## config.mk

```make
export PLATFORM = sky130hd
export DESIGN_NAME = rvx_core
export DESIGN_NICKNAME = d
export VERILOG_FILES = /design/src/rtl/rvx_pkg.sv /design/src/rtl/rvx_decode.sv /design/src/rtl/rvx_alu.sv /design/src/rtl/rvx_regfile.sv /design/src/rtl/rvx_core.sv
export SDC_FILE = /design/constraint.sdc
export NUM_CORES = 2
export LEC_CHECK = 0
export BUFFER_PORTS_ARGS = -buffer_cell sky130_fd_sc_hd__buf_2
export CAP_MARGIN = 20
export CELL_PAD_IN_SITES_DETAIL_PLACEMENT = 1
export CELL_PAD_IN_SITES_GLOBAL_PLACEMENT = 2
export CORE_MARGIN = 1
export CORE_UTILIZATION = 35
export CTS_CLUSTER_SIZE = 14
export DETAILED_ROUTE_END_ITERATION = 8
export PLACE_DENSITY_LB_ADDON = 0.1
export SLEW_MARGIN = 0
export SYNTH_ARGS = -nofsm -noshare
export SYNTH_HDL_FRONTEND = slang
export SYNTH_SLANG_ARGS = --single-unit
export TNS_END_PERCENT = 50
```

## constraint.sdc

```tcl
create_clock -name clk -period 12.7 [get_ports clk]
set_input_delay 2.54 -clock clk [delete_from_list [all_inputs] [get_ports clk]]
set_output_delay 2.54 -clock clk [all_outputs]
set_load 0.02 [all_outputs]
```

## src/rtl/rvx_pkg.sv

```systemverilog
package rvx_pkg;
   localparam int WORD_W = 32;
   localparam int OPC_W  = 5;

   typedef enum logic [1:0] {
      CAT_BRST = 2'b00,
      CAT_REG  = 2'b01,
      CAT_IMM  = 2'b10,
      CAT_CTL  = 2'b11
   } cat_e;

   typedef enum logic [2:0] {
      ALU_ADD = 3'd0,
      ALU_SUB = 3'd1,
      ALU_AND = 3'd2,
      ALU_OR  = 3'd3,
      ALU_SLL = 3'd4,
      ALU_SRA = 3'd5
   } alu_e;

   typedef enum logic [1:0] {
      CMP_NONE = 2'd0,
      CMP_EQ   = 2'd1,
      CMP_NE   = 2'd2,
      CMP_LT   = 2'd3
   } cmp_e;

   typedef struct packed {
      logic [4:0]        rd;
      logic [4:0]        rs1;
      logic [4:0]        rs2;
      logic [WORD_W-1:0] imm_op;
      logic [WORD_W-1:0] imm_br;
      logic [WORD_W-1:0] imm_j;
      alu_e              alu;
      cmp_e              cmp;
      logic              use_imm;
      logic              wr_en;
      logic              ld;
      logic              st;
      logic              jal;
      logic              brk;
   } ctrl_t;
endpackage

```

## src/rtl/rvx_decode.sv

```systemverilog
module rvx_decode
   import rvx_pkg::*;
(
   input  logic [WORD_W-1:0] instr,
   output ctrl_t             ctl
);
   logic [OPC_W-1:0]  opc;
   logic [WORD_W-1:0] imm_i, imm_s;

   assign opc   = instr[6:2];
   assign imm_i = {{20{instr[31]}}, instr[31:20]};
   assign imm_s = {{20{instr[31]}}, instr[31:25], instr[11:7]};

   always_comb begin
      ctl         = '0;
      ctl.rd      = instr[11:7];
      ctl.rs1     = instr[19:15];
      ctl.rs2     = instr[24:20];
      ctl.imm_br  = {imm_s[WORD_W-2:0], 1'b0};
      ctl.imm_j   = {{11{instr[31]}}, instr[31], instr[19:12], instr[20], instr[30:21], 1'b0};
      ctl.imm_op  = imm_i;
      ctl.alu     = ALU_ADD;
      ctl.cmp     = CMP_NONE;
      case (cat_e'(instr[1:0]))
         CAT_BRST: begin
            case (opc)
               5'd0: ctl.cmp = CMP_EQ;
               5'd1: ctl.cmp = CMP_NE;
               5'd2: ctl.cmp = CMP_LT;
               5'd3: begin
                  ctl.st      = 1'b1;
                  ctl.use_imm = 1'b1;
                  ctl.imm_op  = imm_s;
               end
               default: ;
            endcase
         end
         CAT_REG: begin
            ctl.wr_en = (opc < 5'd4);
            case (opc)
               5'd1:    ctl.alu = ALU_SUB;
               5'd2:    ctl.alu = ALU_AND;
               5'd3:    ctl.alu = ALU_OR;
               default: ctl.alu = ALU_ADD;
            endcase
         end
         CAT_IMM: begin
            ctl.use_imm = 1'b1;
            ctl.wr_en   = (opc < 5'd6);
            ctl.ld      = (opc == 5'd5);
            case (opc)
               5'd1:    ctl.alu = ALU_AND;
               5'd2:    ctl.alu = ALU_OR;
               5'd3:    ctl.alu = ALU_SLL;
               5'd4:    ctl.alu = ALU_SRA;
               default: ctl.alu = ALU_ADD;
            endcase
         end
         default: begin
            ctl.jal   = (opc == 5'd0);
            ctl.wr_en = (opc == 5'd0);
            ctl.brk   = (opc == 5'd31);
         end
      endcase
   end
endmodule

```

## src/rtl/rvx_alu.sv

```systemverilog
module rvx_alu
   import rvx_pkg::*;
#(
   parameter int XLEN = 32
) (
   input  logic [XLEN-1:0] a,
   input  logic [XLEN-1:0] b,
   input  alu_e            op,
   output logic [XLEN-1:0] y
);
   localparam int SHW = $clog2(XLEN);
   logic [SHW-1:0] shamt;

   assign shamt = b[SHW-1:0];

   always_comb begin
      case (op)
         ALU_SUB: y = a - b;
         ALU_AND: y = a & b;
         ALU_OR:  y = a | b;
         ALU_SLL: y = a << shamt;
         ALU_SRA: y = $signed(a) >>> shamt;
         default: y = a + b;
      endcase
   end
endmodule

```

## src/rtl/rvx_regfile.sv

```systemverilog
module rvx_regfile #(
   parameter int XLEN  = 32,
   parameter int NREGS = 32,
   localparam int AW   = $clog2(NREGS)
) (
   input  logic            clk,
   input  logic            rst_n,
   input  logic [AW-1:0]   ra_addr,
   output logic [XLEN-1:0] ra_data,
   input  logic [AW-1:0]   rb_addr,
   output logic [XLEN-1:0] rb_data,
   input  logic            wr_en,
   input  logic [AW-1:0]   wr_addr,
   input  logic [XLEN-1:0] wr_data
);
   logic [NREGS*XLEN-1:0] flat;

   assign flat[XLEN-1:0] = '0;

   for (genvar i = 1; i < NREGS; i++) begin : g_reg
      logic [XLEN-1:0] q;
      always_ff @(posedge clk or negedge rst_n) begin
         if (!rst_n)
            q <= '0;
         else if (wr_en && wr_addr == AW'(i))
            q <= wr_data;
      end
      assign flat[i*XLEN +: XLEN] = q;
   end

   assign ra_data = flat[ra_addr*XLEN +: XLEN];
   assign rb_data = flat[rb_addr*XLEN +: XLEN];
endmodule

```

## src/rtl/rvx_core.sv

```systemverilog
module rvx_core
   import rvx_pkg::*;
#(
   parameter int          XLEN     = 32,
   parameter int          NREGS    = 32,
   parameter logic [31:0] RESET_PC = 32'd256
) (
   input  logic            clk,
   input  logic            rst_n,
   output logic [XLEN-1:0] pc,
   input  logic [31:0]     instr,
   output logic [XLEN-1:0] dmem_addr,
   output logic [XLEN-1:0] dmem_wdata,
   output logic            dmem_we,
   input  logic [XLEN-1:0] dmem_rdata,
   output logic            retire,
   output logic            halted
);
   localparam int RAW = $clog2(NREGS);

   if (XLEN != WORD_W) begin : g_bad_xlen
      $error("rvx_core: XLEN must equal the package word width");
   end
   if (NREGS != 32) begin : g_bad_nregs
      $error("rvx_core: the 5-bit register fields need NREGS of 32");
   end
   if (RESET_PC[1:0] != 2'b00) begin : g_bad_pc
      $error("rvx_core: RESET_PC must be word aligned");
   end

   ctrl_t           ctl;
   logic [XLEN-1:0] rs1_v, rs2_v, alu_b, alu_y, wb_v;
   logic [XLEN-1:0] pc_seq, pc_br, pc_jmp, pc_nxt;
   logic            live, take;

   rvx_decode u_dec (
      .instr (instr),
      .ctl   (ctl)
   );

   rvx_regfile #(.XLEN(XLEN), .NREGS(NREGS)) u_rf (
      .clk     (clk),
      .rst_n   (rst_n),
      .ra_addr (ctl.rs1[RAW-1:0]),
      .ra_data (rs1_v),
      .rb_addr (ctl.rs2[RAW-1:0]),
      .rb_data (rs2_v),
      .wr_en   (live && ctl.wr_en),
      .wr_addr (ctl.rd[RAW-1:0]),
      .wr_data (wb_v)
   );

   assign alu_b = ctl.use_imm ? ctl.imm_op : rs2_v;

   rvx_alu #(.XLEN(XLEN)) u_alu (
      .a  (rs1_v),
      .b  (alu_b),
      .op (ctl.alu),
      .y  (alu_y)
   );

   assign live   = rst_n && !halted;
   assign pc_seq = pc + XLEN'(4);
   assign pc_br  = pc + ctl.imm_br;
   assign pc_jmp = pc + ctl.imm_j;

   always_comb begin
      case (ctl.cmp)
         CMP_EQ:  take = (rs1_v == rs2_v);
         CMP_NE:  take = (rs1_v != rs2_v);
         CMP_LT:  take = ($signed(rs1_v) < $signed(rs2_v));
         default: take = 1'b0;
      endcase
   end

   always_comb begin
      if (ctl.brk)      pc_nxt = pc;
      else if (ctl.jal) pc_nxt = pc_jmp;
      else if (take)    pc_nxt = pc_br;
      else              pc_nxt = pc_seq;
   end

   assign wb_v = ctl.ld ? dmem_rdata : (ctl.jal ? pc_seq : alu_y);

   always_ff @(posedge clk or negedge rst_n) begin
      if (!rst_n) begin
         pc     <= RESET_PC;
         halted <= 1'b0;
      end else if (!halted) begin
         pc     <= pc_nxt;
         halted <= ctl.brk;
      end
   end

   assign dmem_addr  = alu_y;
   assign dmem_wdata = rs2_v;
   assign dmem_we    = live && ctl.st;
   assign retire     = live;

   AST_HALT_STICKY: assert property (@(posedge clk) disable iff (!rst_n)
      halted |=> halted);
   AST_HALT_FREEZE: assert property (@(posedge clk) disable iff (!rst_n)
      halted |=> $stable(pc));
   AST_HALT_NO_STORE: assert property (@(posedge clk) disable iff (!rst_n)
      halted |-> !dmem_we);
   AST_BRK_STOPS: assert property (@(posedge clk) disable iff (!rst_n)
      (retire && ctl.brk) |=> halted);
   AST_RETIRE_GATE: assert property (@(posedge clk) disable iff (!rst_n)
      halted |-> !retire);
   AST_SEQ_PC: assert property (@(posedge clk) disable iff (!rst_n)
      (retire && ctl.cmp == CMP_NONE && !ctl.jal && !ctl.brk)
      |=> (pc == $past(pc) + XLEN'(4)));
   AST_SRA_SIGN: assert property (@(posedge clk) disable iff (!rst_n)
      (retire && ctl.alu == ALU_SRA && rs1_v[XLEN-1]) |-> alu_y[XLEN-1]);
endmodule

```

### After elaboration in Yosys (flattened, before gate mapping)

Cells that the tools add are included.

* add/sub/neg operators: 5
* magnitude comparators: 3
* equality and inequality tests: 49
* shift-type cells: 4
* multiplexer cells: 21
* bitwise operators: 4
* reduce and logical (&&, ||, !) cells: 39

Operator list (number)
* $shiftx A1024 B11 Y32: 2
* $mux W32: 5
* $pmux W32 S5: 1
* $add A32 B32 Y32: 3
* $eq A5 B5 Y1 const B: 17
* $eq A5 B4 Y1 const B: 8
* $logic_and A1 B1 Y1: 34
* $add A32 B3 Y32 const B: 1
* $and A32 B32 Y32: 1
* $eq A32 B32 Y1: 1
* $lt A32 B32 Y1: 1
* $ne A32 B32 Y1: 1
* $or A32 B32 Y32: 1
* $shl A32 B5 Y32: 1
* $sshr A32 B5 Y32: 1
* $sub A32 B32 Y32: 1
* $eq A5 B3 Y1 const B: 6
* $eq A5 B2 Y1 const B: 4
* $pmux W2 S3: 2
* $pmux W3 S4: 1
* $eq A5 B1 Y1 const B: 2
* $lt A5 B3 Y1 const B: 2
* $mux W5: 2
* $eq A2 B2 Y1 const B: 3
* 15 further kinds: 24

* bits in registers: 1025
* input bits: 66
* output and inout port bits: 99
* logic and storage cells: 158

### Logic depth before layout (Yosys ltp)

* word-level depth: 8
* depth in mapped cells: 32
* mapped depth without buffers: 25

### Hierarchy

Synthesis repeated with hierarchy kept, for this count alone.

* cells, all modules: 5513
* area, all modules: 67735.0 µm²

By module, submodules not included
* rvx_regfile: instances 1, cells an instance 3416, area each 52839.4 µm²
* rvx_core: instances 1, cells an instance 1048, area each 7169.4 µm²
* rvx_alu: instances 1, cells an instance 895, area each 6571.3 µm²
* rvx_decode: instances 1, cells an instance 154, area each 1154.9 µm²

### Worst setup path before layout

OpenSTA, ideal clock, no wires.

* kind: input to output
* start point: in instr[20]
* end point: out dmem_addr[26]
* data arrival time: 8.049 ns
* data required time: 10.160 ns
* setup slack: 2.111 ns
* stages: 25
* buffers on the path: 5
* cell sequence: buf_6 -> buf_12 -> buf_12 -> buf_8 -> buf_2 -> mux4_2 -> a22oi_1 -> o21a_1 -> o21ai_0 -> mux2i_1 -> and4_1 -> nand3_1 -> or2_2 -> o21ai_0 -> xor2_1 -> ha_1 -> a21oi_1 -> o21ai_0 -> a221oi_1 -> o211ai_1 -> nand3_1 -> a21oi_1 -> a31oi_1 -> a31oi_1 -> or3_1

RTL lines
* from (decl): line rvx_core.sv:11 `input logic [31:0] instr,`
* $shiftx A1024 B11 Y32 (*): line rvx_regfile.sv:32 `assign rb_data = flat[rb_addr*XLEN +: XLEN];`
* named net dmem_wdata[8]: line rvx_core.sv:13 `output logic [XLEN-1:0] dmem_wdata,`
* $mux W32 (*): line rvx_core.sv:53 `assign alu_b = ctl.use_imm ? ctl.imm_op : rs2_v;`
* $add A32 B32 Y32 or $sub A32 B32 Y32 (tied branches): line rvx_alu.sv:23, rvx_alu.sv:18
* $pmux W32 S5 (*): line rvx_alu.sv:17 `case (op)`
* to (decl): line rvx_core.sv:12 `output logic [XLEN-1:0] dmem_addr,`

Mark *: on every way through the listed nets, which the timed path passes. The rest lies on a longest branch.

### Worst setup path in the final report

* start point: in instr[20]
* end point: out dmem_addr[19]

* word-level cells in the longest chain between the ends: 5

Ends and longest elaborated chain
* parallel branches: the longest is 2 deep, another holds $shiftx A1024 B11 Y32
* $mux W32 (*): line rvx_core.sv:53
* $add A32 B32 Y32 (tied with other cells): line rvx_alu.sv:23 `default: y = a + b;`
* $pmux W32 S5 (*): line rvx_alu.sv:17

Mark *: on every way between the ends.

==> qor.yml <==
synth_top_area_share_pct: 37.5
finalSetupViolations: 0
slew_headroom_pct: 17.8
yosys.cell_types.count: 111
antenna_found_initial: 13
hold_path_depth: 2
grt_setup_unrepaired: "false"
synth_fp_nets: 6678
htreeDepth: 4
cts_tree: "yes"
vdd_drop_max_mv: 0.123
use_met3_pct: 4.93
dp.cells: 8848
post_drt_wl_per_cell_um: 36.2
clk_pin_slew_ps: 50
dieWidth_um: 443
hold_buffers: 0
synthArstFlopShare_pct: 100
yosys.area_share.simple_pct: 9.82
ant_nets: 0
die_area_um2: 197000
synth-compound-area-share_pct: 16.8
finalCriticalPeriod_ps: 12240
r2r_end: "u_rf.g_reg[25].q[31]"
cts_resized: 0
muxShareOfSynthArea_pct: 26.2
core_area_um2: 193000
synth.area.top_cells: "dfrtp_1 38%, mux4_2 11%, mux2_2 10%, o21ai_0 4.1%, nand2_1 3.8%"
die_h_um: 443
synth-xor-area-share_pct: 1.50
synth_area_um2: 68200
r2r_slack_ps: 4770
max_freq_ghz: 0.0817
num_io_pins: 165
grt_pass1_wl_mm: 466
crit_type: "primary input to primary output"
grt_pass1_vias: 58400
nNetsFinal: 6649
r2r-start: "u_rf.g_reg[29].q[0]"
clockRootBuffer: "clkbuf_16"
drtPass1Iterations: 8
drc: 0
critPathLaunchType: "primary input"
synthCells: 6483
syn_area_per_cell_um2: 10.5
synth_edf_count: 0
hold_viol_final: 0
drive_gt1_share_pct: 27.2
hp-class: "flop to flop"
start_util_pct: 35.3
required_ps: 10160
cp_data_arrival_time_ps: 9700
grtUsageTotal_pct: 33.0
layout.cells.non_filler: 9073
io_buffers: 163
worst_slew_pin_slew_ps: 1230
ff_latch_area_um2: 25600
synth_ff_type: "dfrtp_1"
powerDensity_nw_per_um2: 138
gp_congestion: 0.945
synth_top_family_by_area: "multiplexers"
synth_warnings: 0
yosysTopAreaCell: "dfrtp_1"
p_leak_nw: 34.1
drt-total-wl_mm: 328
cp-end-kind: "primary output"
clock_latency_ps: 810
area_growth_pct: 12.0
drtIter0Drc: 5146
grt_overflow_total: 0
cts_setup_buffers: 0
min-delay-start: "u_rf.g_reg[6].q[13]"
synth_seq_cells: 1024
grt_max_degree: 168
dp_hpwl_mm: 225
via_per_inst: 6.36
path_max_fanout: 55
met2_usage_pct: 51.8
maxCapViolations: 0
cts_buffers: 130
synthAdderAreaFrac_pct: 2.78
slew_violations: 0
std_cell_rows: 161
vias: 57700
fin_skew_ps: 73.1
synth_commonest_cells: "1023 x dfrtp_1, 682 x nand2_1, 615 x mux2_2"
synth_seq_area_share_pct: 37.6
grt_use_met1_pct: 45.3
n_fill_cell: 21000
outcome: "finished, final reports clean"
clock-sinks: 1024
r2r_cells: 23
yosysMostFrequentCell: "dfrtp_1"
busiest_layer: "met2"
clockBufferDepth: 3
finalSetupTns_ps: 0
fin_crit_sh_pct: 96.4
holdPathEnd: "u_rf.g_reg[6].q[13]"
multi_input_area_um2: 39600
==> cell type report <==
type	count	share of cell area (%)
multi-input combinational	4724	51.8
sequential	1024	33.5
clock buffer	183	4.86
timing repair buffer	455	4.25
tap	2526	4.14
clock inverter	37	0.799
inverter	119	0.588
antenna	5	0.0164
==> placed cells by master, fill, tap and decap left out, types with 40 or more instances in the layout <==
cell type / synthesis / routed
o211ai_1: 80 / 80
nor2_1: 284 / 276
a22oi_1: 55 / 55
buf_2: 142 / 154
clkbuf_16: 0 / 132
or3_1: 56 / 56
mux2_2: 615 / 615
o21ai_0: 552 / 550
mux2i_1: 255 / 254
xor2_1: 56 / 55
buf_4: 47 / 282
ha_1: 126 / 126
a2111oi_0: 48 / 48
nand3_1: 79 / 75
inv_1: 112 / 111
mux4_2: 334 / 334
nand2_1: 682 / 653
nor2b_1: 71 / 66
a21o_1: 50 / 50
a221oi_1: 82 / 81
and3_1: 44 / 43
nor3_1: 70 / 64
dfrtp_1: 1023 / 1023
a21oi_1: 292 / 291
xnor2_1: 61 / 61
a31oi_1: 47 / 45
a211oi_1: 112 / 110
nand2b_1: 42 / 40
==> flip-flops by register name, summed over array words and instances (netlist names) <==
signal,count
u_rf.g.q,992
halted,1
pc,31
==> how the worst max path moves through the flow <==
stage | slack [ps] | endpoint | cells after the start | startpoint
5_1_grt | 180 | dmem_addr[19] | 23 | instr[20]
4_1_cts | 570 | dmem_addr[19] | 23 | instr[20]
6_report | 460 | dmem_addr[19] | 21 | instr[20]
3_3_place_gp | 600 | dmem_addr[28] | 24 | instr[20]
2_1_floorplan | 2110 | dmem_addr[26] | 25 | instr[20]
3_5_place_dp | 580 | dmem_addr[19] | 23 | instr[20]
==> worst max-delay path, cell delays in order <==
cell and delay [ps]:
buf_8 500, buf_4 410, mux4_1 600, a221oi_1 330
o211a_1 500, a221o_1 310, nand2_2 70, nor3_1 450
a31oi_1 180, xor2_1 190, ha_1 410, nand4_1 130
a211oi_1 480, o311ai_0 380, buf_4 280, a211oi_1 540
a21oi_1 160, xor2_1 170, o22ai_1 380, a211o_1 350
buf_2 230
==> per-layer routing <==
layer / vias to the layer above / share of wire, %
met5: - / 0.0076
met4: 2 / 4.7
met3: 561 / 5.8
met2: 2143 / 46
met1: 30700 / 44
li1: 24300 / -
==> per-stage QoR <==
| stage | hold WS (ps) | setup WS (ps) | total power [W] | instance area [um^2] | utilization [%] |
|---|---|---|---|---|---|
| finish | 496 | 459 | 0.0105 | 76400 | 39.6 |
| global route | 521 | 175 | 0.0109 | 76400 | 39.6 |
| CTS | 497 | 567 | 0.0105 | 76400 | 39.6 |
| detailed placement | 485 | 576 | 0.00671 | 72000 | 37.3 |
| global placement | 470 | 598 | 0.00669 | 72000 | 37.3 |
| floorplan | 456 | 2110 | 0.00546 | 68200 | - |
==> report_power, final <==
part	switching (W)	internal (W)
sequential	0.000211	0.00342
clock	0.00161	0.00220
combinational	0.00208	0.000991
total	0.00390	0.00662
==> kinds of logic (layout without fill, tap and decap cells) <==
logic type	Yosys count	in the layout
multiplexers	1241	1241
buffers and inverters	735	794
other	1	6
flip-flops	1024	1024
adder cells (fa/ha/maj)	155	155
XOR/XNOR	117	117
AND/OR/NAND/NOR	1467	1467
AO/OA/AOI/OAI	1743	1743
(Power assumes the default switching activity.)
